--- src/rtl/gpio_pkg.sv ---
package gpio_pkg;
  localparam int ADDR_W = 4;
  typedef enum logic [ADDR_W-1:0] {
    A_DATA  = 4'd0,  A_DIR   = 4'd1,  A_ALT  = 4'd2,  A_OPEN = 4'd3,
    A_DEN   = 4'd4,  A_SENSE = 4'd5,  A_BOTH = 4'd6,  A_EVT  = 4'd7,
    A_MASK  = 4'd8,  A_RAW   = 4'd9,  A_MST  = 4'd10, A_CLR  = 4'd11,
    A_DRV   = 4'd12, A_PULL  = 4'd13, A_SLEW = 4'd14
  } reg_addr_e;
endpackage

--- src/rtl/gpio_sync.sv ---
module gpio_sync #(
  parameter int W = 8
) (
  input  logic         clk_i,
  input  logic         rst_ni,
  input  logic [W-1:0] d_i,
  output logic [W-1:0] q_o
);
  logic [W-1:0] s1_q, s2_q;
  always_ff @(posedge clk_i or negedge rst_ni) begin
    if (!rst_ni) begin
      s1_q <= '0;
      s2_q <= '0;
    end else begin
      s1_q <= d_i;
      s2_q <= s1_q;
    end
  end
  assign q_o = s2_q;
endmodule

--- src/rtl/gpio_pad.sv ---
module gpio_pad #(
  parameter int W = 8
) (
  input  logic [W-1:0] data_i,
  input  logic [W-1:0] dir_i,
  input  logic [W-1:0] alt_i,
  input  logic [W-1:0] alt_out_i,
  input  logic [W-1:0] alt_oe_i,
  input  logic [W-1:0] open_i,
  input  logic [W-1:0] den_i,
  output logic [W-1:0] eff_dir_o,
  output logic [W-1:0] pad_out_o,
  output logic [W-1:0] pad_oe_o,
  output logic [W-1:0] pad_od_o
);
  for (genvar i = 0; i < W; i++) begin : g_pin
    logic val, dir, od;
    assign val = alt_i[i] ? alt_out_i[i] : data_i[i];
    assign dir = alt_i[i] ? alt_oe_i[i]  : dir_i[i];
    assign od  = dir & open_i[i] & den_i[i];
    assign eff_dir_o[i] = dir;
    assign pad_od_o[i]  = od;
    assign pad_out_o[i] = od ? 1'b0 : val;
    assign pad_oe_o[i]  = od ? ~val : dir;
  end

  always_comb begin
    // p_od_low_r4: an open-drain pin never drives high
    assert ((pad_od_o & pad_out_o) == '0);
  end
endmodule

--- src/rtl/gpio_irq.sv ---
module gpio_irq #(
  parameter int W = 8
) (
  input  logic         clk_i,
  input  logic         rst_ni,
  input  logic [W-1:0] sync_i,
  input  logic [W-1:0] den_i,
  input  logic [W-1:0] sense_i,
  input  logic [W-1:0] both_i,
  input  logic [W-1:0] event_i,
  input  logic         cfg_we_i,
  input  logic         clr_we_i,
  input  logic [W-1:0] clr_i,
  input  logic [W-1:0] mask_i,
  output logic [W-1:0] raw_o,
  output logic [W-1:0] masked_o,
  output logic         irq_o
);
  logic [W-1:0] prev_q, latch_q, latch_d;
  logic [W-1:0] rise, fall, edge_hit, cfg_hit, match, lvl;
  logic         cfg_seen_q;

  assign rise  = sync_i & ~prev_q;
  assign fall  = ~sync_i & prev_q;
  assign match = ~(sync_i ^ event_i);
  assign edge_hit = den_i & ~sense_i &
                    ((both_i & (rise | fall)) |
                     (~both_i & event_i & rise) |
                     (~both_i & ~event_i & fall));
  // config write re-evaluates edge pins against their new active level
  assign cfg_hit = cfg_seen_q ? (den_i & ~sense_i & (both_i | match)) : '0;
  assign latch_d = (latch_q & ~(clr_we_i ? clr_i : '0)) | edge_hit | cfg_hit;
  assign lvl     = den_i & sense_i & match;

  always_ff @(posedge clk_i or negedge rst_ni) begin
    if (!rst_ni) begin
      prev_q     <= '0;
      latch_q    <= '0;
      cfg_seen_q <= 1'b0;
    end else begin
      prev_q     <= sync_i;
      latch_q    <= latch_d;
      cfg_seen_q <= cfg_we_i;
    end
  end

  assign raw_o    = (sense_i & lvl) | (~sense_i & latch_q);
  assign masked_o = raw_o & mask_i;
  assign irq_o    = |masked_o;

  // p_latch_hold_r8: latched flags only drop on a clear write
  p_latch_hold_r8: assert property (@(posedge clk_i) disable iff (!rst_ni)
    !clr_we_i |=> ((latch_q & $past(latch_q)) == $past(latch_q)));
  // p_den_gate_r5: no new flag on a pin whose digital enable was 0
  p_den_gate_r5: assert property (@(posedge clk_i) disable iff (!rst_ni)
    1'b1 |=> ((latch_q & ~$past(latch_q) & ~$past(den_i)) == '0));
  // p_irq_mask_r9: the interrupt line needs an unmasked pin
  p_irq_mask_r9: assert property (@(posedge clk_i) disable iff (!rst_ni)
    irq_o |-> (mask_i != '0));
endmodule

--- src/rtl/gpio_port.sv ---
module gpio_port
  import gpio_pkg::*;
#(
  parameter int            N_PINS   = 8,
  parameter logic [N_PINS-1:0] AF_RESET = 8'hC0
) (
  input  logic              clk_i,
  input  logic              rst_ni,
  input  logic [ADDR_W-1:0] addr_i,
  input  logic              we_i,
  input  logic [N_PINS-1:0] wdata_i,
  output logic [N_PINS-1:0] rdata_o,
  input  logic [N_PINS-1:0] pin_i,
  input  logic [N_PINS-1:0] alt_out_i,
  input  logic [N_PINS-1:0] alt_oe_i,
  output logic [N_PINS-1:0] pad_out_o,
  output logic [N_PINS-1:0] pad_oe_o,
  output logic [N_PINS-1:0] pad_od_o,
  output logic              irq_o
);
  localparam int W = N_PINS;

  logic [W-1:0] data_q, dir_q, alt_q, open_q, den_q;
  logic [W-1:0] sense_q, both_q, evt_q, mask_q;
  logic [W-1:0] drv_q, pull_q, slew_q;
  logic [W-1:0] sync, eff_dir, raw, masked;
  logic         cfg_we, clr_we;
  reg_addr_e    a;

  assign a      = reg_addr_e'(addr_i);
  assign cfg_we = we_i && (a == A_SENSE || a == A_BOTH || a == A_EVT);
  assign clr_we = we_i && (a == A_CLR);

  always_ff @(posedge clk_i or negedge rst_ni) begin
    if (!rst_ni) begin
      data_q <= '0; dir_q <= '0; alt_q <= AF_RESET; open_q <= '0;
      den_q <= '0; sense_q <= '0; both_q <= '0; evt_q <= '0;
      mask_q <= '0; drv_q <= '0; pull_q <= '0; slew_q <= '0;
    end else if (we_i) begin
      case (a)
        A_DATA:  data_q  <= wdata_i;
        A_DIR:   dir_q   <= wdata_i;
        A_ALT:   alt_q   <= wdata_i;
        A_OPEN:  open_q  <= wdata_i;
        A_DEN:   den_q   <= wdata_i;
        A_SENSE: sense_q <= wdata_i;
        A_BOTH:  both_q  <= wdata_i;
        A_EVT:   evt_q   <= wdata_i;
        A_MASK:  mask_q  <= wdata_i;
        A_DRV:   drv_q   <= wdata_i;
        A_PULL:  pull_q  <= wdata_i;
        A_SLEW:  slew_q  <= wdata_i;
        default: ;
      endcase
    end
  end

  gpio_sync #(.W(W)) u_sync (
    .clk_i(clk_i), .rst_ni(rst_ni), .d_i(pin_i), .q_o(sync)
  );

  gpio_pad #(.W(W)) u_pad (
    .data_i(data_q), .dir_i(dir_q), .alt_i(alt_q), .alt_out_i(alt_out_i),
    .alt_oe_i(alt_oe_i), .open_i(open_q), .den_i(den_q),
    .eff_dir_o(eff_dir), .pad_out_o(pad_out_o), .pad_oe_o(pad_oe_o),
    .pad_od_o(pad_od_o)
  );

  gpio_irq #(.W(W)) u_irq (
    .clk_i(clk_i), .rst_ni(rst_ni), .sync_i(sync), .den_i(den_q),
    .sense_i(sense_q), .both_i(both_q), .event_i(evt_q), .cfg_we_i(cfg_we),
    .clr_we_i(clr_we), .clr_i(wdata_i), .mask_i(mask_q),
    .raw_o(raw), .masked_o(masked), .irq_o(irq_o)
  );

  always_comb begin
    case (a)
      A_DATA:  rdata_o = (eff_dir & data_q) | (~eff_dir & den_q & sync);
      A_DIR:   rdata_o = dir_q;
      A_ALT:   rdata_o = alt_q;
      A_OPEN:  rdata_o = open_q;
      A_DEN:   rdata_o = den_q;
      A_SENSE: rdata_o = sense_q;
      A_BOTH:  rdata_o = both_q;
      A_EVT:   rdata_o = evt_q;
      A_MASK:  rdata_o = mask_q;
      A_RAW:   rdata_o = raw;
      A_MST:   rdata_o = masked;
      A_DRV:   rdata_o = drv_q;
      A_PULL:  rdata_o = pull_q;
      A_SLEW:  rdata_o = slew_q;
      default: rdata_o = '0;
    endcase
  end

  // p_od_release_r4: an open-drain pin with output 1 is released
  p_od_release_r4: assert property (@(posedge clk_i) disable iff (!rst_ni)
    ((pad_od_o & ~alt_q & data_q) != '0) |-> ((pad_oe_o & pad_od_o & ~alt_q & data_q) == '0));
  // p_alt_dir_r3: a peripheral-owned pin follows the peripheral enable when not open-drain
  p_alt_dir_r3: assert property (@(posedge clk_i) disable iff (!rst_ni)
    1'b1 |-> (((pad_oe_o ^ alt_oe_i) & alt_q & ~pad_od_o) == '0));
endmodule

--- config.mk ---
export PLATFORM = sky130hd
export DESIGN_NAME = gpio_port
export DESIGN_NICKNAME = d
export VERILOG_FILES = /design/src/rtl/gpio_pkg.sv /design/src/rtl/gpio_sync.sv /design/src/rtl/gpio_pad.sv /design/src/rtl/gpio_irq.sv /design/src/rtl/gpio_port.sv
export SDC_FILE = /design/constraint.sdc
export NUM_CORES = 1
export LEC_CHECK = 0
export BUFFER_PORTS_ARGS = -buffer_cell sky130_fd_sc_hd__buf_2
export CAP_MARGIN = 20
export CORE_AREA = 5 5 211 152
export DETAILED_ROUTE_END_ITERATION = 10
export DIE_AREA = 0 0 216 157
export MAX_ROUTING_LAYER = met4
export PLACE_DENSITY = 0.43
export SYNTH_ARGS = -nofsm -noshare
export SYNTH_HDL_FRONTEND = slang
export SYNTH_HIERARCHICAL = 1
export SYNTH_SLANG_ARGS = --single-unit
--- constraint.sdc ---
create_clock -name clk_i -period 2.2 [get_ports clk_i]
set_input_delay 0.22 -clock clk_i [delete_from_list [all_inputs] [get_ports clk_i]]
set_output_delay 0.22 -clock clk_i [all_outputs]
set_load 0.05 [all_outputs]
Yosys cells after proc, flatten, opt, wreduce, memory -nomap -nowiden
Index checks and enable logic that the tools add are counted. Widths: inputs -> output; s select.

Output and inout port bits: 33. Logic and storage cells: 144. Memories kept: 0. Bits in writable memories: 0. ROM bits: 0. Input bits: 39. Register bits: 129. Bits in latches: 0.

Shift-type cells: 0. Divide/modulo/power cells: 0. Add/subtract/negate cells: 0. $mul: 0. Equality and inequality tests: 14. Bitwise logic cells: 60. Muxes and demuxes: 35. Reduce and logical (&&, ||, !) cells: 18. $lt $le $gt $ge: 0.

Operators by type and width (number): $and 8x8->8 (19); $pmux 8 s14 (1); $not 8->8 (8); $or 8x8->8 (8); $mux 1 (32); $eq 4x4->1 const B (7); $reduce_and 2->1 (12); $and 1x1->1 (16); $eq 4x3->1 const B (4); $mux 8 (2); $eq 4x2->1 const B (2); $not 1->1 (8); $reduce_or 8->1 (1); $xor 8x8->8 (1); $eq 4x1->1 const B (1); $logic_not 4->1 (1); $logic_and 1x1->1 (2); $logic_or 1x1->1 (2).

Logic depth before layout (Yosys ltp)
Depth in word-level cells: 9. Gate-level depth with buffers: 8. Depth with buffers taken out: 7.

By module
The synthesis kept the hierarchy.

Modules (own cells, without submodules): gpio_port (cells an instance 399, area each 4893.4 sq um, instances 1, seq. area each 2404.8 sq um); gpio_irq (cells an instance 163, area each 1378.8 sq um, instances 1, seq. area each 425.4 sq um); gpio_pad (cells an instance 64, area each 630.6 sq um, instances 1, seq. area each 0.0 sq um); gpio_sync (cells an instance 16, area each 400.4 sq um, instances 1, seq. area each 400.4 sq um).

Least setup slack after synthesis
Ideal clock, no wire load.

Path kind: register -> output. Start: register alt_q[6]. End: output rdata_o[6]. Arrival time: 1920 ps. Buffers on the path: 1. Cell stages (with the launch flop): 7. Required time: 1980 ps. Setup slack: 60 ps. Cell sequence: dfstp_2 -> mux2_4 -> buf_4 -> nand2_1 -> o21ai_0 -> a22o_1 -> a2111o_1.

Longest elaborated chain between the ends: 6. Elaborated cells between the ends (all ways): 7. Classes of those cells: mux: 2; bitwise: 5.

Ends and longest elaborated chain: start, declared (line gpio_port.sv:23) `logic [W-1:0] data_q, dir_q, alt_q, open_q, den_q;`; start signal, assigned (line gpio_port.sv:43) `A_ALT: alt_q <= wdata_i;`; $mux 1 (*) (line gpio_pad.sv:19) `assign dir = alt_i[i] ? alt_oe_i[i] : dir_i[i];`; named net u_pad.g_pin[6].dir (line gpio_pad.sv:17) `logic val, dir, od;`; $not 8->8 (line gpio_port.sv:78) `A_DATA: rdata_o = (eff_dir & data_q) | (~eff_dir & den_q & sync);`; $and 8x8->8 (2 in a row) (line gpio_port.sv:78); $or 8x8->8 (*) (line gpio_port.sv:78); $pmux 8 s14 (*) (line gpio_port.sv:77) `case (a)`; end, declared (line gpio_port.sv:12) `output logic [N_PINS-1:0] rdata_o,`.

The timed path passes the listed nets; every way through them passes the cells marked *.

Worst setup path in the final report
Start: register u_sync.s2_q[4], in the netlist u_sync/q_o[4]. End: output rdata_o[4].

Longest elaborated chain between the ends: 7. Elaborated cells between the ends (all ways): 9. Classes of those cells: mux: 1; bitwise: 8.

Ends and longest elaborated chain: start, declared (line gpio_sync.sv:9) `logic [W-1:0] s1_q, s2_q;`; start signal, assigned (line gpio_sync.sv:16) `s2_q <= s1_q;`; $xor 8x8->8 (line gpio_irq.sv:25) `assign match = ~(sync_i ^ event_i);`; $not 8->8 (line gpio_irq.sv:25); $and 8x8->8 (line gpio_irq.sv:33) `assign lvl = den_i & sense_i & match;`; $and 8x8->8 (line gpio_irq.sv:47) `assign raw_o = (sense_i & lvl) | (~sense_i & latch_q);`; $or 8x8->8 (line gpio_irq.sv:47); named net raw[4] (line gpio_port.sv:26) `logic [W-1:0] sync, eff_dir, raw, masked;`; $and 8x8->8 (line gpio_irq.sv:48) `assign masked_o = raw_o & mask_i;`; named net masked[4] (line gpio_port.sv:26); $pmux 8 s14 (line gpio_port.sv:77).

The timed path passes the listed nets, and every way through them passes these cells.

==> reports/metrics.csv <==
stage,metric,value,unit
power_and_ir_drop,clock_power_share,0.314,
outcome,outcome,"complete, but fails checks",
setup_path,crit_type,flop to output port,
timing,finalHoldViolCount,0,
logic_synthesis,combinational_family_with_the_most_area_after_synthesis,multiplexers,
grt,grt_start_max_net_pins,42,
detailed_routing,detail_route.vias_per_cell,4.629,
setup_path,crit_slowest_cell,sky130_fd_sc_hd__dfrtp_1,
final_layout,layout.filler_cells,3007,
cts,cts_tree,yes,
grt,gr-total-overflow,0,
power_and_ir_drop,switchingPower,3201,uW
final_layout,num_antenna_cells,0,
placement,number_of_placed_cells_counting_well_taps,1158,
timing,final.setup.tns,-1.620,ns
placement,port_buffers,71,
logic_synthesis,yosys_warnings,6,
cts,cts_sinks,129,
grt,grt_first_pass_wirelength,36330,um
logic_synthesis,synthDominantAreaCellType,sky130_fd_sc_hd__dfrtp_1,
die,die-width,216,um
setup_path,worstPathMaxFanout,2,
detailed_routing,drt-wirelength-per-cell,19.91,um
die,rows,53,
timing,finalSetupViolations,9,
logic_synthesis,yosys.area_share.adder,0.02741,
die,pin_count,72,
die,floorplan.initialDensity,0.2464,
logic_synthesis,yosysTopAreaCellShare,0.4352,
logic_synthesis,asyncSetResetFlopFracSynth,1.000,
final_layout,design.final.nets,867,
detailed_routing,routed_wirelength,24090,um
logic_synthesis,dominant_register_cell_in_the_synthesized_netlist,sky130_fd_sc_hd__dfrtp_1,
grt,grt_pass1_vias,5606,
final_layout,multi_input_comb_area,3839,um^2
timing,worst_slew_margin_rel,0.4625,
logic_synthesis,synth_compound_gate_area_share,0.1299,
power_and_ir_drop,power.static_leakage,0.004399,uW
setup_path,critical_path.max_stage_delay,0.40,ns
final_layout,storage_element_area,3237,um^2
flow_run,count_of_maximum_capacitance_violations,0,
logic_synthesis,netlist-cell-type-count,58,
timing,worst_slack,-0.2916,ns
logic_synthesis,synth_area_per_cell,11.38,um^2
power_and_ir_drop,worst_ir_drop_vdd,0.5071,mV
die,die_h,157,um
logic_synthesis,share_of_the_synthesized_netlist_area_taken_by_xor_and_xnor_gates,0.009594,
die,floorplan.die_area,33910,um^2
timing,worst_max_slew_pin_slew,0.7951,ns
detailed_routing,first_iter_violations,380,
hold_path,worst_hold_path_type,input pin to flop,
timing,fin_crit,2.492,ns
cts,cts_made_buffers,17,
setup_path,cp.buffers_inverters,2,
die,fp.coreArea,29640,um^2
logic_synthesis,yosys_register_bits,129,
cts,ctsLongestPathBuffers,2,
detailed_routing,via_count,5601,
timing,maxSlewViolCount,0,
timing,period_share,1.133,
timing,timing.fmax,401.3,MHz
logic_synthesis,post_synth_edffs,0,
logic_synthesis,yosysSeqAreaShare,0.4424,
power_and_ir_drop,power.share.sequential,0.355,
cts,htree_num_levels,4,
placement,gp_routability_congestion,0.8682,
detailed_routing,detailedRoute.firstPassIterationCount,5,
final_layout,layout_common_cells,"sky130_fd_sc_hd__dfrtp_1 (122), sky130_fd_sc_hd__buf_4 (109), sky130_fd_sc_hd__mux2_2 (104), sky130_fd_sc_hd__buf_2 (60), sky130_fd_sc_hd__nand2_1 (50)",
final_layout,layout_commonest_cell,sky130_fd_sc_hd__dfrtp_1,
cts,clkTransAtPathRegs,0.06,ns
logic_synthesis,leading_post_synthesis_cells_by_cell_area,"sky130_fd_sc_hd__dfrtp_1 (44%), sky130_fd_sc_hd__mux2_2 (16%), sky130_fd_sc_hd__mux2i_1 (4.4%)",
final_layout,fin_cells,1210,
final_layout,area_overhead_of_the_layout_relative_to_synthesis,34.01,%
cts,clk-insertion-delay-late,0.44,ns
logic_synthesis,synth_simple_gate_area_share,0.1136,
power_and_ir_drop,pwr-share-comb,0.331,
setup_path,worstPathCellList,xnor2_1 > a31o_2 > and2_4 > inv_2 > o32ai_1 > a221o_1 > a211o_1 > buf_6,
setup_path,critPathArrivalTime,2.27,ns
timing,skew,0.006607,ns
detailed_routing,drtAntennaViolNets,0,
setup_path,startpoint_type,flop,
logic_synthesis,yosys-mux-area-fraction,0.2207,
setup_path,cp.required,1.98,ns
detailed_routing,number_of_drc_violations_after_detailed_routing,0,
grt,grt_antenna_before_repair,0,
grt,gr-usage-all-layers,0.1483,
setup_path,cp_top_family,compound AO/OA/AOI/OAI gates,
timing,grt_setup_unrepaired,yes,
setup_path,crit_path_end_kind,output port,
outcome,violations,setup timing,
cts,cts-root-buf,sky130_fd_sc_hd__clkbuf_16,
logic_synthesis,syn_nets,697,
final_layout,share_of_layout_cells_above_drive_strength_1,0.4739,
logic_synthesis,syn-instance-count,642,
power_and_ir_drop,swShare,0.3410,
power_and_ir_drop,p_per_area,959.1,nW/um^2
power_and_ir_drop,internal_pwr_total,6186,uW
placement,hpwl,17850,um
logic_synthesis,post_synth_instance_area,7303,um^2
==> cell usage after synthesis (3+ instances only) <==
master                     number
sky130_fd_sc_hd__nand2b_1       6
sky130_fd_sc_hd__or4_1          3
sky130_fd_sc_hd__a211oi_1       3
sky130_fd_sc_hd__a311o_1        8
sky130_fd_sc_hd__ha_1          16
sky130_fd_sc_hd__xor2_1         5
sky130_fd_sc_hd__inv_1         32
sky130_fd_sc_hd__nand3b_1      10
sky130_fd_sc_hd__a22o_1        10
sky130_fd_sc_hd__dfrtp_1      127
sky130_fd_sc_hd__and3_1         9
sky130_fd_sc_hd__o32ai_1        5
sky130_fd_sc_hd__mux2i_1       32
sky130_fd_sc_hd__o21a_1         8
sky130_fd_sc_hd__a31oi_4        8
sky130_fd_sc_hd__nand2_1       52
sky130_fd_sc_hd__a221o_1        4
sky130_fd_sc_hd__xnor2_1        3
sky130_fd_sc_hd__buf_4         20
sky130_fd_sc_hd__a21oi_1       14
sky130_fd_sc_hd__a22oi_1        7
sky130_fd_sc_hd__mux2_4         8
sky130_fd_sc_hd__nand3_1       12
sky130_fd_sc_hd__nor2b_1       18
sky130_fd_sc_hd__nor3_1         3
sky130_fd_sc_hd__buf_2          9
sky130_fd_sc_hd__buf_6          4
sky130_fd_sc_hd__o22ai_1       12
sky130_fd_sc_hd__nor2_2         6
sky130_fd_sc_hd__o21ai_0       27
sky130_fd_sc_hd__clkbuf_1      13
sky130_fd_sc_hd__mux2_2       104
sky130_fd_sc_hd__nor2_1        10
==> final timing paths <==
kind	startpoint	cells past startpoint	slack, ns	endpoint
max	u_sync/q_o[4]$_DFF_PN0_	8	-0.29	rdata_o[4]
min	wdata_i[4]	4	0.19	u_irq/latch_q[4]$_DFF_PN0_
max reg2reg	u_irq/cfg_seen_q$_DFF_PN0_	4	0.68	u_irq/latch_q[6]$_DFF_PN0_
min reg2reg	u_sync/s1_q[0]$_DFF_PN0_	0	0.35	u_sync/q_o[0]$_DFF_PN0_
max in group asynchronous	rst_ni	3	1.27	u_sync/q_o[1]$_DFF_PN0_
min in group asynchronous	rst_ni	2	0.26	data_q[0]$_DFFE_PN0P_
==> per-stage QoR <==
step                      hold WS (ns)  power [uW]  setup WS (ns)  cell area (um^2)  utilization
after floorplan               -0.07559        5235        0.06016              7303            -
after global placement          0.1583        6143       -0.01072              8732       0.2946
after detailed placement        0.1556        6149       -0.03592              8732       0.2946
after CTS                       0.1582        9433        -0.3250              9701       0.3273
after global routing            0.1918        9884        -0.3767              9787       0.3302
final                           0.1948        9387        -0.2916              9787       0.3302
==> worst register-to-register path, delay by kind of cell, from the launching register on <==
family / cells / cell delay [ns]
AO/OA/AOI/OAI: 2 / 0.31
buffers and inverters: 1 / 0.57
flip-flops: 1 / 0.37
AND/OR/NAND/NOR: 1 / 0.14
==> what timing repair did <==
item / in CTS / in global routing
endpoints found under the setup margin: 9 / 10
hold buffers: 9 / 0
pin swaps: 28 / 12
resized for setup: 55 / 14
setup buffers: 9 / 2
endpoints found under the hold margin: 40 / 0
cloned: 0 / 0
==> cells by family (layout without fill, tap and decap cells) <==
kind of cell             count (synthesis)  in the layout
buffers and inverters                   79            262
multiplexers                           144            144
AO/OA/AOI/OAI                          119            119
adder cells (fa/ha/maj)                 16             16
XOR/XNOR                                 8              8
flip-flops                             129            129
AND/OR/NAND/NOR                        147            147
==> power groups by stage <==
stage                     logic (uW)  clock network [uW]  registers [uW]
after detailed placement        2800                   0            3350
after floorplan                 1970                   0            3260
after CTS                       3080                3030            3320
final                           3110                2950            3330
after global placement          2790                   0            3350
after global routing            3340                3130            3410
==> area by class of cell <==
class	instances	share of cell area
Multi-Input combinational cell	434	0.3922
Sequential cell	129	0.3307
Timing Repair Buffer	198	0.1535
Tap cell	385	0.04922
Clock buffer	22	0.04845
Clock inverter	10	0.01355
Inverter	32	0.01227
==> layer usage <==
layer  track usage  routed length, um  vias up
met5             -                  0        -
met2        0.2071              10280      127
met3       0.03153               1071       21
met4       0.03995                291        0
li1              -                  -     2644
met1        0.2168              12450     2809
(Power assumes the default switching activity.)
